**config.mk**
```make
export PLATFORM = sky130hd
export DESIGN_NAME = cmd_framer
export DESIGN_NICKNAME = d
export VERILOG_FILES = /design/src/rtl/cmdf_pkg.sv /design/src/rtl/cmdf_tx_sel.sv /design/src/rtl/cmdf_resp_track.sv /design/src/rtl/cmd_framer.sv
export SDC_FILE = /design/constraint.sdc
export NUM_CORES = 1
export LEC_CHECK = 0
export BUFFER_PORTS_ARGS = -buffer_cell sky130_fd_sc_hd__buf_4
export CAP_MARGIN = 10
export CORE_AREA = 4 4 69 119
export DETAILED_ROUTE_END_ITERATION = 16
export DIE_AREA = 0 0 73 123
export PLACE_DENSITY = 0.77
export SYNTH_ARGS = -nofsm -noshare
export SYNTH_HDL_FRONTEND = slang
export SYNTH_SLANG_ARGS = --single-unit
export TNS_END_PERCENT = 50
```
**constraint.sdc**
```tcl
create_clock -name clk -period 3.3 [get_ports clk]
set_input_delay 0.66 -clock clk [delete_from_list [all_inputs] [get_ports clk]]
set_output_delay 0.66 -clock clk [all_outputs]
set_load 0.05 [all_outputs]
```
**src/rtl/cmdf_pkg.sv**
```systemverilog
// Shared constants and state type for the command framer.
package cmdf_pkg;
    localparam logic [7:0] PREAMBLE_0 = 8'h57;
    localparam logic [7:0] PREAMBLE_1 = 8'hAB;

    typedef enum logic [2:0] {
        ST_IDLE,
        ST_PRE0,
        ST_PRE1,
        ST_OPCODE,
        ST_PARAM,
        ST_RESP,
        ST_DONE
    } frm_state_e;
endpackage

```
**src/rtl/cmdf_tx_sel.sv**
```systemverilog
// Transmit byte selector: picks the byte for the current frame position.
// Assumes idx < number of captured parameters while in ST_PARAM.
module cmdf_tx_sel
    import cmdf_pkg::*;
#(
    parameter int MAX_PARAMS = 4,
    parameter int CNT_W      = 3
) (
    input  frm_state_e                state,
    input  logic [7:0]                opcode,
    input  logic [MAX_PARAMS*8-1:0]   params,
    input  logic [CNT_W-1:0]          idx,
    output logic                      tx_valid,
    output logic [7:0]                tx_byte
);
    logic [7:0] pbyte [MAX_PARAMS];
    logic [7:0] psel;

    // Slice the flat parameter vector into bytes, byte 0 lowest.
    for (genvar g = 0; g < MAX_PARAMS; g++) begin : g_slice
        assign pbyte[g] = params[g*8 +: 8];
    end

    // Select the parameter byte addressed by idx.
    always_comb begin
        psel = 8'h00;
        for (int i = 0; i < MAX_PARAMS; i++) begin
            if (idx == CNT_W'(i)) psel = pbyte[i];
        end
    end

    // Choose the outgoing byte from the frame position.
    always_comb begin
        tx_valid = 1'b1;
        unique case (state)
            ST_PRE0:   tx_byte = PREAMBLE_0;
            ST_PRE1:   tx_byte = PREAMBLE_1;
            ST_OPCODE: tx_byte = opcode;
            ST_PARAM:  tx_byte = psel;
            default: begin
                tx_valid = 1'b0;
                tx_byte  = 8'h00;
            end
        endcase
    end
endmodule

```
**src/rtl/cmdf_resp_track.sv**
```systemverilog
// Response tracker: counts remaining response bytes and times the gap
// between them. Assumes load is pulsed when a request is taken and that
// active is high only during the response phase.
module cmdf_resp_track #(
    parameter int RESP_W         = 8,
    parameter int TIMEOUT_CYCLES = 100000
) (
    input  logic              clk,
    input  logic              rst_n,
    input  logic              load,
    input  logic [RESP_W-1:0] nresp,
    input  logic              active,
    input  logic              rx_valid,
    output logic              last_byte,
    output logic              expire
);
    localparam int TO_W = (TIMEOUT_CYCLES > 1) ? $clog2(TIMEOUT_CYCLES) : 1;

    logic [RESP_W-1:0] left_q;
    logic [TO_W-1:0]   wait_q;

    // Remaining response byte count.
    always_ff @(posedge clk) begin
        if (!rst_n)                  left_q <= '0;
        else if (load)               left_q <= nresp;
        else if (active && rx_valid) left_q <= left_q - 1'b1;
    end

    // Idle-cycle counter, cleared outside the phase and on each byte.
    always_ff @(posedge clk) begin
        if (!rst_n)                    wait_q <= '0;
        else if (!active || rx_valid)  wait_q <= '0;
        else if (!expire)              wait_q <= wait_q + 1'b1;
    end

    assign last_byte = active && rx_valid && (left_q == RESP_W'(1));
    assign expire    = active && !rx_valid && (wait_q == TO_W'(TIMEOUT_CYCLES - 1));
endmodule

```
**src/rtl/cmd_framer.sv**
```systemverilog
// Command framer top: captures a request, sends preamble, opcode and
// parameters over a byte stream, then collects response bytes with a
// timeout. Assumes req_nparam <= MAX_PARAMS and a byte-level UART outside.
module cmd_framer
    import cmdf_pkg::*;
#(
    parameter int MAX_PARAMS     = 4,
    parameter int RESP_W         = 8,
    parameter int TIMEOUT_CYCLES = 100000,
    localparam int PCNT_W        = $clog2(MAX_PARAMS + 1)
) (
    input  logic                    clk,
    input  logic                    rst_n,
    input  logic                    req_valid,
    output logic                    req_ready,
    input  logic [7:0]              req_opcode,
    input  logic [PCNT_W-1:0]       req_nparam,
    input  logic [MAX_PARAMS*8-1:0] req_params,
    input  logic [RESP_W-1:0]       req_nresp,
    output logic [7:0]              tx_data,
    output logic                    tx_valid,
    input  logic                    tx_ready,
    input  logic [7:0]              rx_data,
    input  logic                    rx_valid,
    output logic [7:0]              rsp_data,
    output logic                    rsp_valid,
    output logic                    done,
    output logic                    timeout_err
);
    frm_state_e              state_q, state_d;
    logic [7:0]              op_q;
    logic [PCNT_W-1:0]       np_q;
    logic [MAX_PARAMS*8-1:0] par_q;
    logic                    nr_zero_q;
    logic [PCNT_W-1:0]       idx_q;
    logic [PCNT_W-1:0]       idx_nxt;
    logic                    err_q;
    logic                    accept, tx_fire, in_resp, last_byte, expire;
    frm_state_e              after_tx;

    assign accept    = (state_q == ST_IDLE) && req_valid;
    assign tx_fire   = tx_valid && tx_ready;
    assign in_resp   = (state_q == ST_RESP);
    assign idx_nxt   = idx_q + 1'b1;
    assign after_tx  = nr_zero_q ? ST_DONE : ST_RESP;

    cmdf_tx_sel #(.MAX_PARAMS(MAX_PARAMS), .CNT_W(PCNT_W)) u_sel (
        .state    (state_q),
        .opcode   (op_q),
        .params   (par_q),
        .idx      (idx_q),
        .tx_valid (tx_valid),
        .tx_byte  (tx_data)
    );

    cmdf_resp_track #(.RESP_W(RESP_W), .TIMEOUT_CYCLES(TIMEOUT_CYCLES)) u_rsp (
        .clk       (clk),
        .rst_n     (rst_n),
        .load      (accept),
        .nresp     (req_nresp),
        .active    (in_resp),
        .rx_valid  (rx_valid),
        .last_byte (last_byte),
        .expire    (expire)
    );

    // Next frame position.
    always_comb begin
        state_d = state_q;
        unique case (state_q)
            ST_IDLE:   if (req_valid) state_d = ST_PRE0;
            ST_PRE0:   if (tx_fire) state_d = ST_PRE1;
            ST_PRE1:   if (tx_fire) state_d = ST_OPCODE;
            ST_OPCODE: if (tx_fire) state_d = (np_q != '0) ? ST_PARAM : after_tx;
            ST_PARAM:  if (tx_fire && idx_nxt == np_q) state_d = after_tx;
            ST_RESP:   if (last_byte || expire) state_d = ST_DONE;
            ST_DONE:   state_d = ST_IDLE;
            default:   state_d = ST_IDLE;
        endcase
    end

    // State register.
    always_ff @(posedge clk) begin
        if (!rst_n) state_q <= ST_IDLE;
        else        state_q <= state_d;
    end

    // Lock the request fields when it is taken.
    always_ff @(posedge clk) begin
        if (!rst_n) begin
            op_q      <= '0;
            np_q      <= '0;
            par_q     <= '0;
            nr_zero_q <= 1'b1;
        end else if (accept) begin
            op_q      <= req_opcode;
            np_q      <= req_nparam;
            par_q     <= req_params;
            nr_zero_q <= (req_nresp == '0);
        end
    end

    // Parameter index, advanced on each parameter handshake.
    always_ff @(posedge clk) begin
        if (!rst_n)                            idx_q <= '0;
        else if (accept)                       idx_q <= '0;
        else if (tx_fire && state_q == ST_PARAM) idx_q <= idx_nxt;
    end

    // Timeout flag, held until the next request is taken.
    always_ff @(posedge clk) begin
        if (!rst_n)      err_q <= 1'b0;
        else if (accept) err_q <= 1'b0;
        else if (expire) err_q <= 1'b1;
    end

    assign req_ready   = (state_q == ST_IDLE);
    assign rsp_valid   = in_resp && rx_valid;
    assign rsp_data    = rsp_valid ? rx_data : 8'h00;
    assign done        = (state_q == ST_DONE);
    assign timeout_err = err_q;
endmodule

```
==> run_results.csv, run 1 <==
group,metric,value,unit
status,status,"complete, no violations",
power,vdd_drop_max,0.000417,V
critical_path,crit_type,"reg2out",
clocking,cts_sinks,76,
die,num_io_pins,85,
clocking,cts_htree_levels,3,
detailed_routing,vias,3549,
synth,synth.top_cell.area_share,40.1,%
placement,numPortBuffers,84,
power,p_per_area,618,nW/um^2
grt,antenna_found_initial,0,
critical_path,cp_max_fo,16,
sta,post-route-min-period,2.94,ns
grt,grt_pass1_vias,3439,
grt,grt_overflow,0,
critical_path,endpoint_kind,"output pin",
detailed_routing,drt_pre_antenna_iters,6,
layout,seq_area,1520,sq um
grt,grt_util_all_layers,22.9,%
layout,n_antenna_cell,0,
job,maxCapViolations,0,
clocking,cts_root_buffer,"clkbuf_16",
detailed_routing,ant_nets,0,
sta,tightestPinTransition,0.700,ns
min_path,hold_path_class,"reg2reg",
synth,synthFlopType,"dfxtp_1",
placement,gp_congestion,0.864,
power,p_leak,1.86,nW
grt,grt_pass1_wl,15800,um
die,start_util,52.5,%
synth,synth-seq-area-share,40.1,%
detailed_routing,wl,9970,um
critical_path,cp.required,2.64,ns
sta,setup_violations,0,
critical_path,start_kind,"flop",
synth,synth.largest_area_cell,"dfxtp_1",
layout,syn2layout_area_growth,25.2,%
clocking,cts_tree,"done",
die,rows,41,
sta,slew_violations,0,
clocking,cts_resized,0,
layout,layout_commonest_cell,"nand2_1",
layout,multi_input_area,2110,sq um
detailed_routing,viasPerCell,5.59,
layout,num-nets-final,616,
clocking,clkTransAtPathRegs,0.05,ns
die,dieHeight,123,um
grt,grt_max_degree,59,
synth,yosys_warnings,0,
synth,synth_area,3800,sq um
clocking,numCtsBuffers,9,
synth,synthCells,472,
sta,fin_crit_sh,89.1,%
die,die_w,73,um
detailed_routing,drtIter0Drc,192,
synth,syn_avg_cell_area,8.04,sq um
clocking,cts_setup_buffers,0,
synth,async_flop_share,0,%
detailed_routing,drc_errors,0,
sta,fmax,0.340,GHz
die,dieArea,8980,sq um
synth,yosysUniqueCellTypes,54,
synth,synth_edf_count,0,
clocking,clock_path_buffers,2,
sta,fin_hold_ws,0.472,ns
layout,fillers,628,
synth,syn_nets,544,
detailed_routing,post_drt_wl_per_cell,15.7,um
sta,rsz0062_at_grt,"false",
sta,tns,0,ns
critical_path,arrival,2.28,ns
sta,slew_headroom,53.3,%
clocking,insertion_delay,0.33,ns
clocking,cts_hold_buffers,0,
synth,ys_seq_elements,76,
sta,skew,0.00257,ns
layout,drive_gt1_share,20.2,%
placement,detailed_place_hpwl,7540,um
die,core_area,7230,sq um
layout,mostFrequentLayoutCells,"nand2_1, buf_4, dfxtp_1, a21boi_0, nor2_1",
sta,finalHoldViolCount,0,
synth,yosys-top-cells-area,"dfxtp_1, nand2_1, a21boi_0",
## where the power goes
group	internal (mW)	total [mW]	switching, mW
Clock	0.678	1.04	0.364
Combinational	0.284	0.774	0.490
Sequential	1.02	1.12	0.102
Total	1.98	2.94	0.956
## worst max-delay path, cell delays in order, from the launching register on
cell and delay [ns]:
dfxtp_1 0.43, ha_1 0.45, and3b_1 0.23, a21oi_1 0.18, o21ai_0 0.10, a221oi_1 0.28
nor2_1 0.09, buf_4 0.19
## per-stage QoR
step	setup slack (ns)	instances	total power, mW	util, %	cell area [sq um]
6_report	0.359	635	2.94	65.7	4750
5_1_grt	0.231	635	3.08	65.7	4750
4_1_cts	0.361	635	2.96	65.7	4750
3_5_place_dp	0.724	619	1.91	61.3	4440
3_3_place_gp	0.785	619	1.89	61.3	4440
2_1_floorplan	0.371	472	1.65	-	3800
## cells in the mapped netlist, drive strengths merged, types with 2 or more instances
cell     count
o2111ai      2
buf         12
a221oi       5
a21oi       24
dfxtp       76
clkbuf      15
and3         4
nor3         6
a211oi       2
xnor2        8
o221ai       2
nor2        37
a32oi        4
a21boi      47
nand2b       7
a22oi        3
ha           8
xor2        12
o211ai       4
nand3b       6
nand4        3
nor2b        4
o21ai       13
nor4         6
mux2i        2
and3b        3
or3          2
nand3        9
nand2      111
and2        11
inv         10
## cell type report
class / count / area share [%]
Inverter: 10 / 0.790
Clock buffer: 11 / 5.11
Multi-Input combinational cell: 359 / 44.4
Clock inverter: 5 / 1.58
Sequential cell: 76 / 32.0
Tap cell: 86 / 2.26
Timing Repair Buffer: 88 / 13.9
## sequential cells by signal, summed over array words and instances, names as in the netlist
| signal | count |
|---|---|
| u_rsp.wait_q | 17 |
| op_q | 8 |
| state_q | 3 |
| idx_q | 3 |
| u_rsp.left_q | 8 |
| np_q | 3 |
| par_q | 32 |
| timeout_err | 1 |
| nr_zero_q | 1 |
## routing by layer
metal  part of all wire [%]  up-vias  track usage [%]
met5                      0        -                0
met4                    2.6        0             9.58
met3                    5.3       29             3.99
met2                     56      133             43.9
met1                     36     1624             23.4
li1                       -     1763                -
## path summary, 6_finish.rpt
kind                                 from                 endpoint  slack (ns)  depth (start not counted)
hold reg to reg    par_q[22]$_SDFFE_PN0P_   par_q[22]$_SDFFE_PN0P_        0.47                          2
setup reg to reg  state_q[2]$_SDFFE_PN0P_  state_q[0]$_SDFFE_PN0P_        1.13                          5
setup / recovery    idx_q[0]$_SDFFE_PP0P_               tx_data[3]        0.36                          7
hold / removal     par_q[22]$_SDFFE_PN0P_   par_q[22]$_SDFFE_PN0P_        0.47                          2
## cells by family (layout without fill, tap and decap cells)
| kind of cell | Yosys count | after routing | synth area share (%) |
|---|---|---|---|
| flops | 76 | 76 | 40.1 |
| fa+ha+maj | 8 | 8 | 2.64 |
| xor+xnor | 20 | 20 | 4.61 |
| buf+inv | 37 | 114 | 4.42 |
| simple gates | 215 | 215 | 27.0 |
| compound gates | 114 | 114 | 20.8 |
| mux | 2 | 2 | 0.527 |
No activity file was read; power rests on OpenSTA's default activity.
==> inputs of run 2 (changes only) <==
--- a/config.mk
+++ b/config.mk
@@ -5,12 +5,13 @@
 export SDC_FILE = /design/constraint.sdc
 export NUM_CORES = 1
 export LEC_CHECK = 0
+export ABC_AREA = 1
 export BUFFER_PORTS_ARGS = -buffer_cell sky130_fd_sc_hd__buf_4
 export CAP_MARGIN = 10
-export CORE_AREA = 4 4 69 119
+export CORE_AREA = 4 4 70 121
 export DETAILED_ROUTE_END_ITERATION = 16
-export DIE_AREA = 0 0 73 123
-export PLACE_DENSITY = 0.77
+export DIE_AREA = 0 0 74 125
+export PLACE_DENSITY = 0.76
 export SYNTH_ARGS = -nofsm -noshare
 export SYNTH_HDL_FRONTEND = slang
 export SYNTH_SLANG_ARGS = --single-unit
==> run 2 against run 1 <==
Against the previous run: sequential cell count did not move; first-iteration DRC count up 77%; highest routed layer unchanged; wire length up 10%; final cell count is 17% higher; largest cell class unchanged; sequential power grew 8%; sequential share of layout area fell by 0.50 points; clock skew up 0.0044 ns; critical path depth is 1 higher; final area is 1.6% higher; largest power group is now combinational cells; clock power shrank 5%; synthesized cell count increased by 22%; critical endpoint unchanged; combinational power is 89% higher.
==> run_results.csv, run 2 <==
group,metric,value,unit
status,status,"complete, no violations",
power,p_comb_share,39.9,%
synth,ys_seq_elements,76,
critical_path,r2r_cells,10,
power,p_leak,2.16,nW
clocking,cts_hold_buffers,0,
placement,place_area,4530,sq um
die,rows,42,
grt,antenna_found_initial,0,
min_path,whs_endpoint,"op_q[0]$_SDFFE_PN0P_",
clocking,numCtsBuffers,9,
sta,tightestPinTransition,0.474,ns
synth,synthCells,576,
layout,num-nets-final,726,
critical_path,reg2reg_slack,1.40,ns
synth,yosys_warnings,0,
critical_path,crit_top_cell,"inv_1",
clocking,cts_resized,0,
sta,tns,0,ns
min_path,holdPathStages,2,
layout,final_cell_area,4830,sq um
critical_path,critPathBufInv,3,
placement,preCtsSetupSlack,0.803,ns
synth,synth.top_cell.area_share,39.3,%
clocking,cts_tree,"done",
die,core_area,7510,sq um
die,dieArea,9250,sq um
synth,synth.largest_area_cell,"dfxtp_1",
synth,synth-seq-area-share,39.3,%
placement,gp_congestion,1.05,
detailed_routing,drc_errors,0,
critical_path,r2r_end,"state_q[2]$_SDFFE_PN0P_",
layout,largest_reg_flops,32,
synth,yosysUniqueCellTypes,33,
sta,skew,0.00693,ns
detailed_routing,post_drt_wl_per_cell,14.7,um
placement,numPortBuffers,84,
critical_path,cp_cell_sequence,"inv_1 -> ha_1 -> nand2_1 -> inv_1 -> a21oi_1 -> o22ai_1 -> o21ai_0 -> buf_4",
detailed_routing,vias,4030,
power,vdd_drop_max,0.000451,V
critical_path,crit_family,"buffers and inverters",
detailed_routing,viasPerCell,5.40,
layout,reg_top3,"par_q (32), u_rsp.wait_q (17)",
synth,syn_nets,648,
critical_path,crit_type,"reg2out",
clocking,cts_sinks,76,
detailed_routing,ant_nets,0,
sta,fin_ws,0.388,ns
power,sw_frac_of_total,40.9,%
sta,setup_violations,0,
synth,synth_area,3870,sq um
synth,async_flop_share,0,%
sta,slew_violations,0,
layout,n_antenna_cell,0,
synth,yosys-top-cells-area,"dfxtp_1, nand2_1, a21oi_1",
job,maxCapViolations,0,
clocking,clkTransAtPathRegs,0.05,ns
critical_path,cp.required,2.64,ns
clocking,cts_setup_buffers,0,
synth,synth_edf_count,0,
layout,mostFrequentLayoutCells,"nand2_1, buf_4, dfxtp_1, inv_1, a21oi_1",
die,start_util,51.5,%
die,num_io_pins,85,
min_path,hold_path_class,"reg2reg",
grt,grt_pass1_vias,3886,
synth,synth.most_common_cell,"nand2_1",
grt,grt_max_degree,45,
detailed_routing,wl,11000,um
critical_path,r2r-start,"idx_q[2]$_SDFFE_PP0P_",
detailed_routing,drtIter0Drc,340,
clocking,clock_path_buffers,2,
die,dieHeight,125,um
sta,finalHoldViolCount,0,
critical_path,critPathSlowestCell,"dfxtp_1",
power,seqPwrFrac,33.1,%
layout,syn2layout_area_growth,24.8,%
grt,grt_pass1_wl,18100,um
critical_path,max_stage_delay,0.44,ns
power,p_sw,1.49,mW
sta,rsz0062_at_grt,"false",
clocking,cts_htree_levels,3,
sta,fin_crit_sh,88.2,%
synth,syn_avg_cell_area,6.72,sq um
placement,detailed_place_hpwl,8390,um
die,die_w,74,um
clocking,insertion_delay,0.34,ns
grt,grt_overflow,0,
synth,synthFlopType,"dfxtp_1",
power,pwr-share-clk,27.0,%
power,p_int,2.16,mW
layout,regMostFlops,"par_q",
synth,synth_top_cells_by_count,"nand2_1, dfxtp_1, inv_1",
layout,layout_commonest_cell,"nand2_1",
critical_path,cp_max_fo,12,
sta,slew_headroom,68.3,%
layout,drive_gt1_share,18.5,%
grt,grt_util_all_layers,25.1,%
sta,fmax,0.343,GHz
critical_path,endpoint_kind,"output pin",
sta,post-route-min-period,2.91,ns
power,p_per_area,755,nW/um^2
clocking,cts_root_buffer,"clkbuf_16",
critical_path,arrival,2.25,ns
detailed_routing,drt_pre_antenna_iters,7,
min_path,hp-start,"op_q[0]$_SDFFE_PN0P_",
critical_path,start_kind,"flop",
-- run 2: through the flow --
stage | utilization, % | instances | total power [mW] | hold WS, ns
finish | 64.3 | 746 | 3.65 | 0.457
floorplan | - | 576 | 2.26 | 0.425
global placement | 60.2 | 731 | 2.63 | 0.443
global route | 64.3 | 746 | 3.88 | 0.489
CTS | 64.3 | 746 | 3.66 | 0.458
detailed placement | 60.2 | 731 | 2.66 | 0.451
-- run 2: logic make-up (layout without fill, tap and decap cells) --
logic type	count (synthesis)	after routing	share of synthesized area, %
XOR/XNOR	6	6	1.36
adder cells (fa/ha/maj)	8	8	2.59
buffers and inverters	98	180	10.3
AO/OA/AOI/OAI	145	145	19.5
AND/OR/NAND/NOR	243	243	26.9
flip-flops	76	76	39.3
-- run 2: area by class of cell --
cell class,count,area [sq um]
Clock inverter,4,48.8
Timing Repair Buffer,86,646
Tap cell,88,110
Clock buffer,11,253
Multi-Input combinational cell,402,1950
Inverter,79,299
Fill cell,701,2690
Sequential cell,76,1520
-- run 2: power by group through the flow --
| stage | Sequential, mW | Clock, mW | Combinational [mW] |
|---|---|---|---|
| final | 1.21 | 0.985 | 1.46 |
| after global routing | 1.22 | 1.04 | 1.61 |
| after CTS | 1.20 | 1.00 | 1.46 |
| after detailed placement | 1.22 | 0 | 1.44 |
| after global placement | 1.21 | 0 | 1.42 |
| after floorplan | 1.17 | 0 | 1.09 |
-- run 2: how the worst max path moves through the flow --
stage,from,to,slack (ns),cells after the start
finish,idx_q[0]$_SDFFE_PP0P_,tx_data[3],0.39,8
detailed placement,idx_q[0]$_SDFFE_PP0P_,tx_data[5],0.80,8
global route,idx_q[0]$_SDFFE_PP0P_,tx_data[6],0.22,11
CTS,idx_q[0]$_SDFFE_PP0P_,tx_data[3],0.43,8
floorplan,idx_q[2]$_SDFFE_PP0P_,tx_data[3],0.35,6
global placement,idx_q[0]$_SDFFE_PP0P_,tx_data[7],0.90,8
-- run 2: worst reg2reg max path: cells and delay by family, from the launching register on --
family	cells	cell delay, ns
compound gates	2	0.36
fa+ha+maj	1	0.39
flops	1	0.33
simple gates	4	0.33
buf+inv	3	0.37
-- run 2: metal layers --
layer	share of wire (%)	up-vias	wire (um)	GRT usage, %
met2	53	140	5800	43.4
met3	5.1	35	559	4.18
met4	4.3	0	467	13.4
li1	-	2029	-	-
met1	38	1826	4140	28.2
met5	0	-	0	0
==> inputs of run 3 (changes only) <==
--- a/config.mk
+++ b/config.mk
@@ -8,10 +8,9 @@
 export ABC_AREA = 1
 export BUFFER_PORTS_ARGS = -buffer_cell sky130_fd_sc_hd__buf_4
 export CAP_MARGIN = 10
-export CORE_AREA = 4 4 70 121
+export CORE_AREA = 4 4 85 147
 export DETAILED_ROUTE_END_ITERATION = 16
-export DIE_AREA = 0 0 74 125
-export PLACE_DENSITY = 0.76
+export DIE_AREA = 0 0 89 151
 export SYNTH_ARGS = -nofsm -noshare
 export SYNTH_HDL_FRONTEND = slang
 export SYNTH_SLANG_ARGS = --single-unit
==> constraint.sdc (replaced) <==
create_clock -name clk -period 3.7 [get_ports clk]
set_input_delay 0.74 -clock clk [delete_from_list [all_inputs] [get_ports clk]]
set_output_delay 0.74 -clock clk [all_outputs]
set_load 0.05 [all_outputs]
==> run 3 against run 2 <==
Against the previous run: sequential cell count did not move; first-iteration DRC count shrank 35%; clock skew decreased by 0.0011 ns; final area is 1.4% higher; global-route usage fell by 7.9 points; sequential share of layout area is 0.44 points lower; critical path depth stayed put; sequential power decreased by 12%; core utilization down 21 points; critical path type unchanged; highest routed layer unchanged.
==> run_results.csv, run 3 (same netlist as run 2, synthesis figures left out) <==
group,metric,value,unit
die,rows,52,
critical_path,r2r_end,"state_q[2]$_SDFFE_PN0P_",
critical_path,start_kind,"flop",
grt,grt_pass1_wl,17900,um
layout,reg_top3,"par_q (32), u_rsp.wait_q (17)",
detailed_routing,post_drt_wl_per_cell,13.8,um
power,p_leak,2.15,nW
detailed_routing,drt_pre_antenna_iters,5,
layout,layout_commonest_cell,"nand2_1",
layout,num-nets-final,725,
critical_path,arrival,2.31,ns
critical_path,crit_top_cell,"inv_1",
detailed_routing,vias,3930,
clocking,clkTransAtPathRegs,0.06,ns
sta,fin_hold_ws,0.462,ns
min_path,hold_path_class,"reg2reg",
critical_path,cp_max_fo,12,
grt,grt_util_all_layers,17.1,%
sta,skew,0.00579,ns
critical_path,cp.required,2.96,ns
layout,n_antenna_cell,0,
critical_path,crit_type,"reg2out",
sta,rsz0062_at_grt,"false",
layout,fillers,1184,
layout,regMostFlops,"par_q",
min_path,whs_endpoint,"par_q[24]$_SDFFE_PN0P_",
sta,tns,0,ns
die,dieArea,13400,sq um
grt,grt_max_degree,50,
sta,fmax,0.328,GHz
critical_path,r2r-start,"idx_q[2]$_SDFFE_PP0P_",
clocking,cts_root_buffer,"clkbuf_16",
layout,largest_reg_flops,32,
layout,mostFrequentLayoutCells,"nand2_1, buf_4, dfxtp_1, inv_1, a21oi_1",
placement,numPlacedInstances,777,
die,num_io_pins,85,
job,maxCapViolations,0,
clocking,cts_htree_levels,3,
status,status,"complete, no violations",
power,vdd_drop_max,0.000420,V
detailed_routing,drc_errors,0,
clocking,numCtsBuffers,9,
sta,slew_headroom,32.8,%
clocking,cts_sinks,76,
detailed_routing,drtIter0Drc,220,
grt,grt_pass1_vias,3869,
sta,fin_crit_sh,82.4,%
clocking,cts_hold_buffers,0,
sta,slew_violations,0,
clocking,cts_resized,0,
sta,finalHoldViolCount,0,
min_path,holdPathStages,2,
die,start_util,34.0,%
detailed_routing,ant_nets,0,
critical_path,cp-startpoint,"idx_q[0]$_SDFFE_PP0P_",
critical_path,reg2reg_slack,1.88,ns
placement,numPortBuffers,84,
power,p_total,3.30,mW
critical_path,max_stage_delay,0.44,ns
die,die_w,89,um
clocking,cts_tree,"done",
critical_path,endpoint_kind,"output pin",
layout,drive_gt1_share,18.2,%
clocking,insertion_delay,0.33,ns
sta,setup_violations,0,
grt,grt_overflow,0,
die,dieHeight,151,um
detailed_routing,viasPerCell,4.96,
clocking,cts_setup_buffers,0,
layout,syn2layout_area_growth,26.5,%
layout,final_cells,793,
sta,tightestPinTransition,1.01,ns
clocking,clock_path_buffers,2,
sta,post-route-min-period,3.05,ns
power,p_per_area,675,nW/um^2
critical_path,crit_family,"buffers and inverters",
die,core_area,11400,sq um
placement,detailed_place_hpwl,8400,um
critical_path,critPathBufInv,3,
placement,gp_congestion,0.925,
detailed_routing,wl,11000,um
critical_path,cp_cell_sequence,"inv_1 -> ha_1 -> nand2_1 -> inv_1 -> a21oi_1 -> o22ai_1 -> o21ai_0 -> buf_4",
min_path,hp-start,"par_q[24]$_SDFFE_PN0P_",
critical_path,critPathSlowestCell,"dfxtp_1",
grt,antenna_found_initial,0,
critical_path,r2r_cells,10,
[run 3: cell count changes in the layout (fill, tap and decap cells not counted)]
cell        before  now
clkbuf_1         0    2
buf_4           86   85
bufinv_16        1    2
clkbuf_8         2    1
clkinv_2         2    1
clkinv_4         1    0
clkinvlp_4       0    1
[run 3: report_power, final]
group / internal, mW / leakage (nW) / switching [mW]
clock network: 0.608 / 0.153 / 0.338
logic: 0.398 / 1.38 / 0.891
registers: 0.971 / 0.621 / 0.0981
[run 3: worst max-delay path by stage]
stage,to,slack (ns),depth (start not counted)
detailed placement,tx_data[3],1.03,8
CTS,tx_data[3],0.68,8
global route,tx_data[3],0.46,8
finish,tx_data[3],0.65,8
floorplan,tx_data[3],0.67,6
global placement,tx_data[3],1.13,8
[run 3: layer usage]
metal,vias to the layer above,part of all wire (%),global-route usage [%]
met2,103,52,30.1
li1,2018,-,-
met1,1792,41,19.8
met4,0,2.5,7.23
met5,-,0,0
met3,17,4.0,3.38
[run 3: area by class of cell]
| cell class | count | area, sq um | area share [%] |
|---|---|---|---|
| Clock inverter | 4 | 72.6 | 1.48 |
| Multi-Input combinational cell | 402 | 1950 | 39.8 |
| Timing Repair Buffer | 85 | 638 | 13.0 |
| Tap cell | 135 | 169 | 3.45 |
| Inverter | 79 | 299 | 6.11 |
| Clock buffer | 12 | 246 | 5.03 |
| Sequential cell | 76 | 1520 | 31.1 |
[run 3: per-stage QoR]
| stage | util (%) | instance area [sq um] | worst slack (ns) |
|---|---|---|---|
| floorplan | - | 3870 | 0.666 |
| global placement | 40.2 | 4580 | 1.13 |
| detailed placement | 40.2 | 4580 | 1.03 |
| CTS | 43.0 | 4900 | 0.677 |
| global route | 43.0 | 4900 | 0.460 |
| finish | 43.0 | 4900 | 0.652 |
[run 3: worst register-to-register path: stages (launching register included)]
cell	delay, ns
dfxtp_1	0.33
clkinv_1	0.22
ha_1	0.39
inv_1	0.08
nand2_1	0.05
nand2_1	0.06
nand3_1	0.11
a21oi_2	0.20
nand2_2	0.09
o21ai_1	0.13
inv_1	0.05
